--- config.mk ---
export PLATFORM = sky130hd
export DESIGN_NAME = txHoldTop
export DESIGN_NICKNAME = d
export VERILOG_FILES = /design/src/rtl/txHoldPkg.sv /design/src/rtl/txHoldCtrl.sv /design/src/rtl/txHoldPath.sv /design/src/rtl/txHoldTop.sv
export SDC_FILE = /design/constraint.sdc
export NUM_CORES = 1
export LEC_CHECK = 0
export BUFFER_PORTS_ARGS = -buffer_cell sky130_fd_sc_hd__clkbuf_2
export CELL_PAD_IN_SITES_DETAIL_PLACEMENT = 1
export CELL_PAD_IN_SITES_GLOBAL_PLACEMENT = 1
export CORE_MARGIN = 2
export CORE_UTILIZATION = 35
export CTS_CLUSTER_SIZE = 28
export DETAILED_ROUTE_END_ITERATION = 8
export PLACE_DENSITY = 0.79
export SLEW_MARGIN = 30
export SYNTH_ARGS = -nofsm -noshare
export SYNTH_HDL_FRONTEND = slang
export SYNTH_SLANG_ARGS = --single-unit
--- constraint.sdc ---
create_clock -name clk -period 3 [get_ports clk]
set_clock_uncertainty 0.1 [all_clocks]
set_input_delay 0.6 -clock clk [delete_from_list [all_inputs] [get_ports clk]]
set_output_delay 0.6 -clock clk [all_outputs]
set_load 0.05 [all_outputs]
--- src/rtl/txHoldPkg.sv ---
package txHoldPkg;
  typedef enum logic [1:0] {
    ST_TEXT = 2'd0,
    ST_ESC  = 2'd1,
    ST_PER  = 2'd2
  } decSt_t;

  typedef struct packed {
    logic loadTimer;
    logic setBrk;
    logic clrBrk;
    logic clrAll;
  } ctlStrb_t;
endpackage

--- src/rtl/txHoldCtrl.sv ---
module txHoldCtrl
  import txHoldPkg::*;
#(
  parameter int DATA_W = 8,
  parameter logic [DATA_W-1:0] ESC_CODE = 8'h00,
  parameter logic [DATA_W-1:0] BRK_ON_CODE = 8'h81,
  parameter logic [DATA_W-1:0] DLY_CODE = 8'h82,
  parameter logic [DATA_W-1:0] BRK_OFF_CODE = 8'h83
) (
  input  logic              clk,
  input  logic              rstN,
  input  logic              cmdEn,
  input  logic [DATA_W-1:0] inData,
  input  logic              inValid,
  input  logic              shReady,
  input  logic              timerBusy,
  input  logic              brkOn,
  output logic              inReady,
  output logic              outValid,
  output ctlStrb_t          strb
);
  decSt_t st, stNxt;
  logic dataSel, perSel, dataGo, blocked, brkGate, acc;

  always_ff @(posedge clk or negedge rstN) begin
    if (!rstN) st <= ST_TEXT;
    else       st <= stNxt;
  end

  always_comb begin
    blocked = timerBusy & cmdEn;
    brkGate = brkOn & cmdEn;
    dataGo  = ~blocked & ~brkGate;
    dataSel = 1'b0;
    perSel  = 1'b0;
    stNxt   = st;
    strb    = '0;
    if (!cmdEn) begin
      dataSel     = 1'b1;
      strb.clrAll = 1'b1;
      stNxt       = ST_TEXT;
    end else begin
      unique case (st)
        ST_TEXT: dataSel = (inData != ESC_CODE);
        ST_ESC:  dataSel = (inData == ESC_CODE);
        ST_PER:  perSel  = 1'b1;
        default: dataSel = 1'b0;
      endcase
    end
    outValid = inValid & dataSel & dataGo;
    if (dataSel)     inReady = shReady & dataGo;
    else if (perSel) inReady = shReady & ~blocked;
    else             inReady = ~blocked;
    acc = inValid & inReady;
    if (cmdEn && acc) begin
      unique case (st)
        ST_TEXT: if (inData == ESC_CODE) stNxt = ST_ESC;
        ST_ESC: begin
          stNxt = ST_TEXT;
          if (inData == DLY_CODE)          stNxt = ST_PER;
          else if (inData == BRK_ON_CODE)  strb.setBrk = 1'b1;
          else if (inData == BRK_OFF_CODE) strb.clrBrk = 1'b1;
        end
        ST_PER: begin
          stNxt = ST_TEXT;
          strb.loadTimer = 1'b1;
        end
        default: stNxt = ST_TEXT;
      endcase
    end
  end
endmodule

--- src/rtl/txHoldPath.sv ---
module txHoldPath
  import txHoldPkg::*;
#(
  parameter int DATA_W = 8
) (
  input  logic              clk,
  input  logic              rstN,
  input  logic              cmdEn,
  input  logic              tick,
  input  logic [DATA_W-1:0] inData,
  input  ctlStrb_t          strb,
  output logic [DATA_W-1:0] outData,
  output logic [DATA_W-1:0] timerCnt,
  output logic              timerBusy,
  output logic              brkOn,
  output logic              lineForce,
  output logic              lineLevel,
  output logic              busy
);
  localparam logic [DATA_W-1:0] ONE = DATA_W'(1);

  always_ff @(posedge clk or negedge rstN) begin
    if (!rstN) begin
      timerCnt <= '0;
      brkOn    <= 1'b0;
    end else if (strb.clrAll) begin
      timerCnt <= '0;
      brkOn    <= 1'b0;
    end else begin
      if (strb.loadTimer)           timerCnt <= inData;
      else if (tick && timerBusy)   timerCnt <= timerCnt - ONE;
      if (strb.setBrk)      brkOn <= 1'b1;
      else if (strb.clrBrk) brkOn <= 1'b0;
    end
  end

  always_comb begin
    timerBusy = (timerCnt != '0);
    busy      = cmdEn & timerBusy;
    lineForce = cmdEn & (brkOn | timerBusy);
    lineLevel = ~(cmdEn & brkOn);
    outData   = inData;
  end
endmodule

--- src/rtl/txHoldTop.sv ---
module txHoldTop
  import txHoldPkg::*;
#(
  parameter int DATA_W = 8,
  parameter logic [DATA_W-1:0] ESC_CODE = 8'h00,
  parameter logic [DATA_W-1:0] BRK_ON_CODE = 8'h81,
  parameter logic [DATA_W-1:0] DLY_CODE = 8'h82,
  parameter logic [DATA_W-1:0] BRK_OFF_CODE = 8'h83
) (
  input  logic              clk,
  input  logic              rstN,
  input  logic              cmdEn,
  input  logic              tick,
  input  logic [DATA_W-1:0] inData,
  input  logic              inValid,
  output logic              inReady,
  input  logic              shReady,
  output logic [DATA_W-1:0] outData,
  output logic              outValid,
  output logic              lineForce,
  output logic              lineLevel,
  output logic              busy
);
  ctlStrb_t strb;
  logic timerBusy, brkOn;
  logic [DATA_W-1:0] timerCnt;

  txHoldCtrl #(
    .DATA_W(DATA_W), .ESC_CODE(ESC_CODE), .BRK_ON_CODE(BRK_ON_CODE),
    .DLY_CODE(DLY_CODE), .BRK_OFF_CODE(BRK_OFF_CODE)
  ) u_ctrl (
    .clk(clk), .rstN(rstN), .cmdEn(cmdEn), .inData(inData),
    .inValid(inValid), .shReady(shReady), .timerBusy(timerBusy),
    .brkOn(brkOn), .inReady(inReady), .outValid(outValid), .strb(strb)
  );

  txHoldPath #(.DATA_W(DATA_W)) u_path (
    .clk(clk), .rstN(rstN), .cmdEn(cmdEn), .tick(tick), .inData(inData),
    .strb(strb), .outData(outData), .timerCnt(timerCnt),
    .timerBusy(timerBusy), .brkOn(brkOn), .lineForce(lineForce),
    .lineLevel(lineLevel), .busy(busy)
  );
endmodule

# [Word level (Yosys, flattened, before mapping)]
# Index checks and enable logic that the tools add are counted.
[classes] bitwise_logic=12 reduce_logical=6 muxes=23 eq_ne=7 addsub=1
[ops] op="$eq A8 B8 Y1 const B" n=3
[ops] op="$mux W8" n=3
[ops] op="$reduce_bool A8 Y1" n=2
[ops] op="$mux W2" n=6
[ops] op="$mux W1" n=11
[ops] op="$and A1 B1 Y1" n=9
[ops] op="$logic_not A8 Y1" n=1
[ops] op="$sub A8 B1 Y8 const B" n=1
[ops] op="$ne A3 B1 Y1 const B" n=2
[ops] op="$pmux W2 S2" n=1
[ops] op="$mux W3" n=1
[ops] op="$eq A2 B1 Y1 const B" n=1
[ops] op="$eq A2 B2 Y1 const B" n=1
[ops] op="$logic_and A1 B1 Y1" n=2
[ops] op="$logic_not A2 Y1" n=1
[ops] op="$not A1 Y1" n=2
[ops] op="$pmux W1 S2" n=1
[ops] op="$or A1 B1 Y1" n=1
[totals] register_bits=11 input_bits=14 out_inout_bits=13 wordCells=52

# [Logic depth before layout (Yosys ltp)]
[logic_depth] word_depth=12 ltp_mapped=8

# [Cells and area by module]
# From an unflattened synthesis, not the netlist that was laid out.
[hier_totals] hier_cells=117 area_unflattened_um2=988.4
[modules_own_cells] mod="txHoldPath" area_per_inst_um2=666.9 instances=1 cells_each=76
[modules_own_cells] mod="txHoldCtrl" area_per_inst_um2=321.6 instances=1 cells_each=41

# [Worst setup path after synthesis]
# No wires, ideal clock.
[synth_timing] kind="input port to output port" from="input port inData[3]" to="output port inReady" arrival_ns=2.542 path_stages=4 required_time_ns=2.300 slack_ns=-0.242 cell_sequence="or4_4 -> or3_1 -> and3b_4 -> o221ai_1"
[synth_via] elab_chain_len=4 elab_cells_between_ends=5 cone_classes="3 x mux; 2 x reduce/logical"
[synth_rtl] element="start: declaration" line_no="txHoldTop.sv:14" rtl="input logic [DATA_W-1:0] inData,"
[synth_rtl] element="$logic_not A8 Y1 / $reduce_bool A8 Y1 (equally long branches)" line_no="txHoldCtrl.sv:45, txHoldCtrl.sv:44"
[synth_rtl] element="$pmux W1 S2 *" line_no="txHoldCtrl.sv:43" rtl="unique case (st)"
[synth_rtl] element="$mux W1 *" line_no="txHoldCtrl.sv:38" rtl="if (!cmdEn) begin"
[synth_rtl] element="$mux W1 *" line_no="txHoldCtrl.sv:51" rtl="if (dataSel) inReady = shReady & dataGo;"
[synth_rtl] element="end: declaration" line_no="txHoldTop.sv:16" rtl="output logic inReady,"
# Mark *: on every way between the ends. The rest lies on a longest branch, timed or not.

# [Final worst setup path]
[layout_timing] from="input port inData[0]" to="output port inReady"
# Same word-level chain as after synthesis.

==> flow_summary_export.csv <==
group,metric,value,unit
run_status,status,"complete, but fails checks",
run_status,violations,"negative setup slack",
pwr,max-vdd-ir-drop,0.000343,V
sta,hold_violations,0,
pwr,seqPwrFrac,23.2,%
floorplan,start_util,35.9,%
sta,worst_slack,-43.6,ps
sta,slew_headroom,59.5,%
place,dp_slack,-83.6,ps
synth,ys_types,38,
floorplan,die_area,2880,sq um
grt,grt_max_degree,18,
sta,rsz0062_at_grt,"true",
sta,max_freq,0.329,GHz
flow_run,cap_viol_max_count,0,
routing,wire_per_inst,14.1,um
synth,syn_inst,103,
synth,ys_seq_elements,11,
routing,drt_first_pass_iters,4,
floorplan,ios,27,
routing,drtIter0Drc,11,
pwr,clockPowerShare,10.1,%
sta,layout_min_cycle_time,3040,ps
sta,fin_tns_setup,-50.5,ps
synth,yosysMostFrequentCell,"nand2_1",
worst_setup_path,criticalPathCategory,"in -> out",
synth,synthSimpleGateAreaFrac,28.7,%
worst_setup_path,end_kind,"output pin",
hold_path,hold_class,"in -> async",
clock_tree,clockRootBuffer,"clkbuf_4",
synth,ys.flop_type,"dfrtp_1",
floorplan,fp.dieH,53.7,um
pwr,sw_frac_of_total,48.5,%
synth,syn_nets,118,
layout,num_antenna_cells,0,
routing,drcViolationCount,0,
floorplan,rows,18,
routing,totalWireLength,2330,um
pwr,p_int,0.517,mW
synth,avgSynthCellArea,8.39,sq um
pwr,power_density,880,nW/um^2
synth,synth_edf_count,0,
place,port_buffers,26,
synth,syn_area,865,sq um
routing,vias_per_cell,5.22,
worst_setup_path,critPathLaunchType,"primary input",
clock_tree,hold_buffers,0,
routing,ant_nets,0,
synth,yosysTopAreaCellShare,31.8,%
worst_setup_path,path_max_fanout,4,
clock_tree,cts_inserted_buffers,3,
place,gp_congestion,0.823,
sta,fin_crit_sh,101,%
layout,final_net_count,152,
synth,synth_compound_area_share,19.1,%
synth,synth_top_family_by_area,"simple AND/OR/NAND/NOR gates",
worst_setup_path,crit_slowest_cell,"or4_4",
place,place_inst,161,
layout,syn_to_final_growth,31.8,%
floorplan,core,2410,sq um
synth,synthArstFlopShare,100,%
pwr,p_comb_share,66.8,%
worst_setup_path,critPathMaxStageDelay,530,ps
synth,synth_fa_ha_area_share,1.45,%
synth,synth_xor_area_share,6.08,%
layout,layoutNonFillerInstCount,166,
place,hpwl,1960,um
worst_setup_path,critPathLaunch,"inData[0]",
sta,setup_viol,2,
synth,synth_area_leaders,"dfrtp_1 32%, buf_4 6.9%, a21boi_0 6.1%",
floorplan,die_w,53.7,um
clock_tree,cts_buffer_depth,2,
pwr,power_leakage,0.538,nW
synth,ys_seq_area_share,31.8,%
sta,final_max_slew_viol_count,0,
pwr,switching_power,0.486,mW
grt,grt_pass1_vias,867,
synth,ys_warn_count,0,
grt,overflow,0,
worst_setup_path,critPathArrivalTime,2340,ps
worst_setup_path,cp_cell_sequence,"buf_6, or4_4, or3_4, and3b_4, a211o_1, o221ai_2, buf_12",
grt,grt_use_total,19.4,%
clock_tree,cts-htree-levels,1,
sta,worstMarginPinSlew,604,ps
clock_tree,cts_sinks,11,
pwr,design_power_total,1.00,mW
clock_tree,tritoncts,"yes",
synth,synthMuxAreaShare,2.32,%
synth,yosysTopAreaCell,"dfrtp_1",
routing,vias,866,
sta,whs,102,ps
grt,antenna_found_initial,0,
clock_tree,worstSkewPairLatency,260,ps
clock_tree,clk_pin_slew,70,ps
layout,final_layout_size_suffix_gt1_share,39.0,%
grt,grt_pass1_wl,4000,um
synth,ys_top_cells_by_count,"13 x nand2_1, 11 x dfrtp_1, 8 x buf_4",
worst_setup_path,r2r-start,"u_path.timerCnt[4]",
worst_setup_path,cp.required,2300,ps
[cells by family after synthesis]
family / after synthesis
AND/OR/NAND/NOR: 45
multiplexers: 2
AO/OA/AOI/OAI: 22
flip-flops: 11
adder cells (fa/ha/maj): 1
XOR/XNOR: 6
buffers and inverters: 16
[sequential cells by signal (all words and copies together) (netlist names)]
signal / count
u_ctrl.st: 2
u_path.brkOn: 1
u_path.timerCnt: 8
[worst max-delay path: cells and delay by family]
kind | cells | cell delay [ps]
simple gates | 3 | 1120
buf+inv | 2 | 260
compound gates | 2 | 360
[what timing repair did]
action | 4_1_cts | 5_1_grt
endpoints found under the hold margin | 0 | 0
buffers inserted | 1 | 0
resized for setup | 5 | 3
endpoints found under the setup margin | 2 | 2
pin swaps | 4 | 1
[layout by cell type (no fill, tap or decap), drive strengths merged, types with 3 or more instances in the layout]
cell type | netlist | layout
inv | 5 | 5
clkbuf | 2 | 27
nand2 | 13 | 13
and2 | 3 | 3
a21oi | 4 | 4
or4 | 3 | 3
buf | 9 | 17
nor3 | 5 | 5
xor2 | 3 | 3
a21boi | 7 | 7
nand3 | 5 | 5
dfrtp | 11 | 11
nor2 | 5 | 5
xnor2 | 3 | 3
[worst paths after layout]
check                      slack (ps)  cells past startpoint                 end
setup / recovery                  -40                      7             inReady
hold / removal                    100                      1  u_path.timerCnt[5]
setup reg to reg                  570                      6  u_path.timerCnt[6]
hold reg to reg                   530                      2  u_path.timerCnt[7]
max in group asynchronous        2480                      1  u_path.timerCnt[2]
min in group clk                  530                      2  u_path.timerCnt[7]
[power groups by stage]
| stage | sequential (mW) | clock, mW | combinational (mW) |
|---|---|---|---|
| floorplan | 0.225 | 0 | 0.470 |
| CTS | 0.233 | 0.103 | 0.670 |
| global placement | 0.232 | 0 | 0.630 |
| finish | 0.232 | 0.101 | 0.670 |
| detailed placement | 0.237 | 0 | 0.650 |
| global route | 0.243 | 0.113 | 0.734 |
[routing by layer]
| layer | track usage, % | up-vias | routed length, um |
|---|---|---|---|
| met5 | 0 | - | 0 |
| met4 | 8.97 | 0 | 19 |
| met3 | 0.833 | 2 | 45 |
| met2 | 34.1 | 14 | 1180 |
| met1 | 24.1 | 421 | 1090 |
| li1 | - | 429 | - |
[final cells by class]
class | count | area [sq um]
timing repair buffer | 40 | 267
sequential | 11 | 275
clock buffer | 4 | 26.3
tap | 30 | 37.5
inverter | 5 | 18.8
multi-input combinational | 76 | 515
fill | 302 | 1270
[stage by stage]
stage,cell area (sq um),utilization [%]
detailed placement,1080,44.8
global route,1140,47.3
CTS,1130,47.0
finish,1140,47.3
floorplan,871,-
global placement,1080,44.8
Power figures use the tool's default switching activity.
